--- src/rtl/stk_pkg.sv ---
package stk_pkg;
  localparam int WORD_W = 32;
  localparam int OP_W   = 4;

  localparam logic [OP_W-1:0] OP_PUSH = 4'd0;
  localparam logic [OP_W-1:0] OP_POP  = 4'd1;
  localparam logic [OP_W-1:0] OP_ADD  = 4'd2;
  localparam logic [OP_W-1:0] OP_SUB  = 4'd3;
  localparam logic [OP_W-1:0] OP_NEG  = 4'd4;
  localparam logic [OP_W-1:0] OP_EQ   = 4'd5;
  localparam logic [OP_W-1:0] OP_LT   = 4'd6;
  localparam logic [OP_W-1:0] OP_GT   = 4'd7;
  localparam logic [OP_W-1:0] OP_AND  = 4'd8;
  localparam logic [OP_W-1:0] OP_OR   = 4'd9;
  localparam logic [OP_W-1:0] OP_NOT  = 4'd10;

  // shape of the stack effect of an opcode
  typedef enum logic [1:0] {
    SH_PUSH  = 2'd0,
    SH_POP   = 2'd1,
    SH_UNARY = 2'd2,
    SH_BIN   = 2'd3
  } shape_e;

  typedef struct packed {
    logic       legal;
    shape_e     shape;
    logic [1:0] need;   // entries required on the stack
  } dec_t;
endpackage

--- src/rtl/stk_decode.sv ---
module stk_decode
  import stk_pkg::*;
(
  input  logic [OP_W-1:0] op,
  output dec_t            dec
);
  always_comb begin
    dec = '{legal: 1'b1, shape: SH_BIN, need: 2'd2};
    case (op)
      OP_PUSH: begin
        dec.shape = SH_PUSH;
        dec.need  = 2'd0;
      end
      OP_POP: begin
        dec.shape = SH_POP;
        dec.need  = 2'd1;
      end
      OP_NEG, OP_NOT: begin
        dec.shape = SH_UNARY;
        dec.need  = 2'd1;
      end
      OP_ADD, OP_SUB, OP_EQ, OP_LT, OP_GT, OP_AND, OP_OR: begin
        dec.shape = SH_BIN;
        dec.need  = 2'd2;
      end
      default: begin
        dec.legal = 1'b0;
        dec.shape = SH_PUSH;
        dec.need  = 2'd0;
      end
    endcase
  end
endmodule

--- src/rtl/stk_alu.sv ---
module stk_alu
  import stk_pkg::*;
#(
  parameter int W = WORD_W
) (
  input  logic [OP_W-1:0] op,
  input  logic [W-1:0]    opa,
  input  logic [W-1:0]    opb,
  input  logic [W-1:0]    imm,
  output logic [W-1:0]    res
);
  localparam logic [W-1:0] TRUE_W  = {W{1'b1}};
  localparam logic [W-1:0] FALSE_W = '0;

  logic eq_f, lt_f, gt_f;

  always_comb begin
    eq_f = (opa == opb);
    lt_f = ($signed(opa) < $signed(opb));
    gt_f = ($signed(opa) > $signed(opb));
  end

  always_comb begin
    case (op)
      OP_PUSH: res = imm;
      OP_ADD:  res = opa + opb;
      OP_SUB:  res = opa - opb;
      OP_NEG:  res = FALSE_W - opb;
      OP_EQ:   res = eq_f ? TRUE_W : FALSE_W;
      OP_LT:   res = lt_f ? TRUE_W : FALSE_W;
      OP_GT:   res = gt_f ? TRUE_W : FALSE_W;
      OP_AND:  res = opa & opb;
      OP_OR:   res = opa | opb;
      OP_NOT:  res = ~opb;
      default: res = FALSE_W;
    endcase
  end
endmodule

--- src/rtl/stk_store.sv ---
module stk_store #(
  parameter int W     = 32,
  parameter int DEPTH = 16,
  parameter int CNT_W = $clog2(DEPTH + 1)
) (
  input  logic             clk,
  input  logic             rst_n,
  input  logic             cnt_en,
  input  logic [CNT_W-1:0] cnt_nxt,
  input  logic             wr_en,
  input  logic [CNT_W-1:0] wr_idx,
  input  logic [W-1:0]     wr_data,
  output logic [CNT_W-1:0] cnt,
  output logic [W-1:0]     top,
  output logic [W-1:0]     below
);
  logic [W-1:0] ent [DEPTH];

  for (genvar g = 0; g < DEPTH; g++) begin : g_ent
    logic [W-1:0] q;
    logic         hit;
    assign hit = wr_en && (wr_idx == CNT_W'(g));
    always_ff @(posedge clk or negedge rst_n) begin
      if (!rst_n) begin
        q <= '0;
      end else if (hit) begin
        q <= wr_data;
      end
    end
    assign ent[g] = q;
  end

  always_ff @(posedge clk or negedge rst_n) begin
    if (!rst_n) begin
      cnt <= '0;
    end else if (cnt_en) begin
      cnt <= cnt_nxt;
    end
  end

  // read ports: entry cnt-1 and entry cnt-2, zero when absent
  always_comb begin
    top   = '0;
    below = '0;
    for (int i = 0; i < DEPTH; i++) begin
      if (cnt == CNT_W'(i + 1)) top   = ent[i];
      if (cnt == CNT_W'(i + 2)) below = ent[i];
    end
  end
endmodule

--- src/rtl/stk_core.sv ---
module stk_core
  import stk_pkg::*;
#(
  parameter int DEPTH = 16
) (
  input  logic                         clk,
  input  logic                         rst_n,
  input  logic                         in_valid,
  output logic                         in_ready,
  input  logic [3:0]                   in_op,
  input  logic [31:0]                  in_imm,
  output logic [$clog2(DEPTH+1)-1:0]   depth,
  output logic [31:0]                  tos,
  output logic                         trc_valid,
  output logic [3:0]                   trc_op,
  output logic [31:0]                  trc_a,
  output logic [31:0]                  trc_b,
  output logic [31:0]                  trc_res,
  output logic                         err_underflow,
  output logic                         err_overflow,
  output logic                         err_illegal
);
  localparam int CNT_W = $clog2(DEPTH + 1);
  localparam logic [CNT_W-1:0] FULL = CNT_W'(DEPTH);

  // reset: asserted asynchronously, released after two clocks
  logic [1:0] rst_q;
  logic       rst_i;
  always_ff @(posedge clk or negedge rst_n) begin
    if (!rst_n) rst_q <= 2'b00;
    else        rst_q <= {rst_q[0], 1'b1};
  end
  assign rst_i    = rst_q[1];
  assign in_ready = rst_i;

  // decode and operand fetch
  dec_t             dec;
  logic [CNT_W-1:0] cnt;
  logic [31:0]      top_v, below_v, alu_res;
  logic             acc, short, full_push, exec;

  stk_decode u_dec (.op(in_op), .dec(dec));

  assign acc       = in_valid && in_ready;
  assign short     = dec.legal && (cnt < CNT_W'(dec.need));
  assign full_push = dec.legal && (dec.shape == SH_PUSH) && (cnt == FULL);
  assign exec      = acc && dec.legal && !short && !full_push;

  logic [31:0] opa, opb;
  always_comb begin
    opa = (dec.shape == SH_BIN) ? below_v : 32'd0;
    opb = (dec.legal && dec.shape != SH_PUSH) ? top_v : 32'd0;
  end

  stk_alu #(.W(WORD_W)) u_alu (
    .op(in_op), .opa(opa), .opb(opb), .imm(in_imm), .res(alu_res)
  );

  // next stack state
  logic [CNT_W-1:0] cnt_nxt, wr_idx;
  logic             wr_en;
  always_comb begin
    cnt_nxt = cnt;
    wr_idx  = cnt;
    wr_en   = 1'b0;
    case (dec.shape)
      SH_PUSH: begin
        cnt_nxt = cnt + CNT_W'(1);
        wr_idx  = cnt;
        wr_en   = exec;
      end
      SH_POP: begin
        cnt_nxt = cnt - CNT_W'(1);
      end
      SH_UNARY: begin
        wr_idx = cnt - CNT_W'(1);
        wr_en  = exec;
      end
      default: begin
        cnt_nxt = cnt - CNT_W'(1);
        wr_idx  = cnt - CNT_W'(2);
        wr_en   = exec;
      end
    endcase
  end

  stk_store #(.W(WORD_W), .DEPTH(DEPTH), .CNT_W(CNT_W)) u_store (
    .clk(clk), .rst_n(rst_i), .cnt_en(exec), .cnt_nxt(cnt_nxt),
    .wr_en(wr_en), .wr_idx(wr_idx), .wr_data(alu_res),
    .cnt(cnt), .top(top_v), .below(below_v)
  );

  assign depth = cnt;
  assign tos   = top_v;

  // trace and error reporting: next-state then register
  logic        trc_v_n, e_un_n, e_ov_n, e_il_n;
  logic [3:0]  trc_op_n;
  logic [31:0] trc_a_n, trc_b_n, trc_r_n;
  always_comb begin
    trc_v_n  = exec;
    trc_op_n = exec ? in_op   : trc_op;
    trc_a_n  = exec ? opa     : trc_a;
    trc_b_n  = exec ? opb     : trc_b;
    trc_r_n  = exec ? alu_res : trc_res;
    e_un_n   = acc && short;
    e_ov_n   = acc && full_push;
    e_il_n   = acc && !dec.legal;
  end

  always_ff @(posedge clk or negedge rst_i) begin
    if (!rst_i) begin
      trc_valid     <= 1'b0;
      trc_op        <= '0;
      trc_a         <= '0;
      trc_b         <= '0;
      trc_res       <= '0;
      err_underflow <= 1'b0;
      err_overflow  <= 1'b0;
      err_illegal   <= 1'b0;
    end else begin
      trc_valid     <= trc_v_n;
      trc_op        <= trc_op_n;
      trc_a         <= trc_a_n;
      trc_b         <= trc_b_n;
      trc_res       <= trc_r_n;
      err_underflow <= e_un_n;
      err_overflow  <= e_ov_n;
      err_illegal   <= e_il_n;
    end
  end
endmodule

--- config.mk ---
export PLATFORM = sky130hd
export DESIGN_NAME = stk_core
export DESIGN_NICKNAME = d
export VERILOG_FILES = /design/src/rtl/stk_pkg.sv /design/src/rtl/stk_decode.sv /design/src/rtl/stk_alu.sv /design/src/rtl/stk_store.sv /design/src/rtl/stk_core.sv
export SDC_FILE = /design/constraint.sdc
export NUM_CORES = 2
export LEC_CHECK = 0
export ABC_AREA = 1
export BUFFER_PORTS_ARGS = -buffer_cell sky130_fd_sc_hd__buf_2
export CAP_MARGIN = 20
export CORE_MARGIN = 10
export CORE_UTILIZATION = 50
export CTS_CLUSTER_DIAMETER = 80
export DETAILED_ROUTE_END_ITERATION = 10
export PLACE_DENSITY = 0.71
export SYNTH_ARGS = -nofsm -noshare
export SYNTH_HDL_FRONTEND = slang
export SYNTH_SLANG_ARGS = --single-unit
--- constraint.sdc ---
create_clock -name clk -period 26.8 [get_ports clk]
set_input_delay 8.04 -clock clk [delete_from_list [all_inputs] [get_ports clk]]
set_output_delay 8.04 -clock clk [all_outputs]
set_load 0.01 [all_outputs]
==> reports/qor.csv <==
stage,metric,value,unit
layout,Finished Cell Area,45700,sq um
sta,RSZ-0062 raised after global routing,false,
detailed_routing,WL per Instance,20.9,microns
critical_path,Critical Path Sink Type,register,
detailed_routing,via count,43853,
sta,final hold violation count,0,
die,Die Footprint,96200,sq um
cts,Num CTS Buffers,73,
min_path,hold path startpoint,rst_q[0],
critical_path,Crit Reg-Reg Endpoint,trc_res[12],
power_and_ir_drop,VDD IR max,0.0636,mV
global_routing,largest net degree at the start of global routing,134,
place,hpwl dp,108000,microns
cts,cts hold-fix bufs,0,
cts,worst-case clock buffer depth,3,
synth,mapped cell area,42100,sq um
critical_path,CP Class,input port to register,
power_and_ir_drop,PD cells,135,nW/um^2
global_routing,first-pass GRT wire length,241000,microns
sta,setup TNS,0,ns
critical_path,Reg2Reg Launch Point,u_store.cnt[1],
detailed_routing,DRC errors left,0,
critical_path,"setup slack, reg-to-reg",17.83,ns
cts,Root Buffer,clkbuf_16,
min_path,Hold Path Cell Cnt,0,
synth,cells after synthesis,6440,
synth,Async SR Flop Fraction,100,%
detailed_routing,Routed Wire Length,157000,microns
synth,ys flop type,dfrtp_1,
die,Core ar.,83600,sq um
layout,share of post-route cells with drive strength above 1,8.78,%
die,die width,310,microns
power_and_ir_drop,P_leak,24.2,nW
cts,H-Tree Depth,3,
critical_path,FF-to-FF path depth,37,
sta,fin crit period,14.01,ns
layout,area delta synth->final,8.60,%
cts,CTS tree,done,
power_and_ir_drop,Net Switching,3.38,mW
sta,fin crit share,52.3,%
cts,Worst-path clk slew,0.06,ns
cts,setup repair bufs after CTS,0,
sta,Peak Freq,71.4,MHz
power_and_ir_drop,internal power,2.78,mW
synth,syn_nets,6583,
global_routing,vias in the first global route,40486,
place,IO Port Bufs,180,
place,Area after DPL,43300,sq um
die,Rows,106,
sta,Slew Limit Fails,0,
detailed_routing,DR iter-0 viols,5773,
sta,clock skew,0.0284,ns
power_and_ir_drop,clock share of power,16.6,%
cts,"Clk Latency, worst-skew pair",0.65,ns
critical_path,crit-path max FO,58,
detailed_routing,Vias/cell,5.83,
sta,relative slew slack,25.5,%
global_routing,total track usage,32.0,%
global_routing,gr ovfl total,0,
die,Top Ports,181,
power_and_ir_drop,switch share,54.9,%
power_and_ir_drop,Flop pwr share,22.6,%
min_path,Hold Crit Endpoint,rst_q[1],
flow_run,maxcap violations,0,
critical_path,critical path arrival,14.58,ns
sta,worst-margin pin slew,1.12,ns
run_status,status,"complete, no violations",
sta,final-report setup violation count,0,
critical_path,CP Launch Type,input port,
synth,"Distinct cells, synth",64,
die,starting density of the core,50.4,%
cts,clock sinks,623,
detailed_routing,Pre-antenna DRT Iters,9,
synth,Post-synth EDFFs,0,
layout,number of fill cells,8190,
place,routability cong.,1.11,
power_and_ir_drop,combinational cell fraction of total power,60.8,%
layout,# nets final,6529,
die,die height,310,microns
synth,Ys Warns,0,
detailed_routing,Final ANT Viol Nets,0,
cts,number of gates resized after cts,0,
min_path,hold crit path type,register to register,
synth,syn_area_per_cell,6.54,sq um
synth,#FFs+latches synth,623,
synth,sequential area share after synthesis,37.0,%
global_routing,initial antenna violation count,2,
critical_path,critical path required time,27.37,ns
==> how the worst max path moves through the flow <==
stage,from,endpoint,slack (ns),cells past startpoint
4_1_cts,in_op[3],trc_res[12],12.96,25
3_5_place_dp,in_op[3],trc_res[12],12.35,25
6_report,in_op[3],trc_res[12],12.79,25
3_3_place_gp,in_op[3],trc_res[12],12.45,23
2_1_floorplan,rst_q[1],in_ready,4.95,0
5_1_grt,in_op[3],trc_res[12],12.33,25
==> stage by stage <==
stage	worst slack, ns	hold WS, ns	instances	util [%]	total power [mW]
CTS	12.96	0.357	7518	54.7	6.04
floorplan	4.95	0.331	6440	-	3.78
detailed placement	12.35	0.339	7391	51.8	5.00
global placement	12.45	0.336	7391	51.8	4.97
finish	12.79	0.354	7520	54.7	6.16
global route	12.33	0.369	7518	54.7	6.56
==> state kept, by name, summed over array words and instances, names as in the netlist <==
name	flops
rst_q	2
u_store.g_ent.q	512
trc_op	4
trc_valid	1
trc_b	32
trc_res	32
trc_a	32
err_overflow	1
err_underflow	1
u_store.cnt	5
err_illegal	1
==> power groups by stage <==
stage                     Sequential [mW]  Combinational (mW)  Clock, mW
final                                1.39                3.75       1.03
after detailed placement             1.40                3.60          0
after global placement               1.39                3.58          0
after floorplan                      1.39                2.38          0
after global routing                 1.42                4.07       1.07
after CTS                            1.39                3.62       1.04
==> final cells by class <==
cell class	count	area [sq um]	area share (%)
antenna	2	5.00	0.0109
multi-input combinational	4740	22300	48.7
clock buffer	107	2180	4.76
timing repair buffer	253	1460	3.20
tap	1080	1350	2.96
clock inverter	20	239	0.523
inverter	695	2620	5.72
sequential	623	15600	34.1
==> metal layers <==
| metal | part of all wire [%] | GRT usage (%) |
|---|---|---|
| met5 | 0.0083 | 0 |
| met4 | 5.9 | 17.2 |
| met3 | 10 | 5.65 |
| met2 | 44 | 49.4 |
| met1 | 40 | 42.4 |
==> worst max-delay path: stages <==
cell and delay [ns]:
buf_2 0.13, inv_2 0.05, nor2_1 0.03, inv_1 0.10
nor2_2 0.04, buf_4 0.26, nor4_2 0.85, inv_1 0.58
buf_4 0.36, o21ai_0 0.09, inv_1 0.06, nand2_1 0.13
inv_1 0.09, ha_1 0.47, nand2_1 0.17, nor2_1 0.20
inv_1 0.08, nor3_1 0.62, nand2_2 0.15, nand3_1 0.13
nand3_2 0.11, nand2_4 0.68, buf_4 0.64, o21ai_0 0.28
nand2_1 0.14
==> cell families (layout without fill, tap and decap cells) <==
logic type / Yosys count / count (layout) / share of synthesized area, %
AO/OA/AOI/OAI: 1176 / 1176 / 15.6
XOR/XNOR: 9 / 9 / 0.187
adder cells (fa/ha/maj): 104 / 104 / 3.13
buffers and inverters: 1077 / 1075 / 10.3
flip-flops: 623 / 623 / 37.0
multiplexers: 3 / 3 / 0.0713
other: 1 / 3 / 0.00891
AND/OR/NAND/NOR: 3447 / 3447 / 33.7
==> synthesized netlist by cell type (15+ instances only) <==
cell	count	area (sq um)
ha_1	102	1280
nand3_1	337	1690
nand2_2	37	231
a211oi_1	19	143
clkbuf_1	270	1010
buf_4	18	135
nand2_1	2543	9550
o211ai_1	80	601
a221oi_1	26	228
buf_6	15	169
nor3_1	32	160
or2_2	49	307
a21oi_1	138	691
nor2_2	20	125
nor2_4	15	169
nand4_1	64	400
dfrtp_1	623	15600
inv_1	669	2510
o22ai_1	20	125
inv_2	16	60.1
o21ai_0	696	3480
buf_2	58	290
nor2_1	306	1150
buf_1	20	75.1
o2111ai_1	17	149
o21ai_1	99	495
a31oi_1	20	125
==> cell usage in the layout (no fill, tap or decap), drive strengths merged, types with 80 or more instances in the layout <==
cell type,count
nand2,2588
o21ai,797
inv,692
dfrtp,623
nand3,351
nor2,341
buf,253
a21oi,141
clkbuf,107
ha,102
o211ai,80
(Power assumes the default switching activity.)
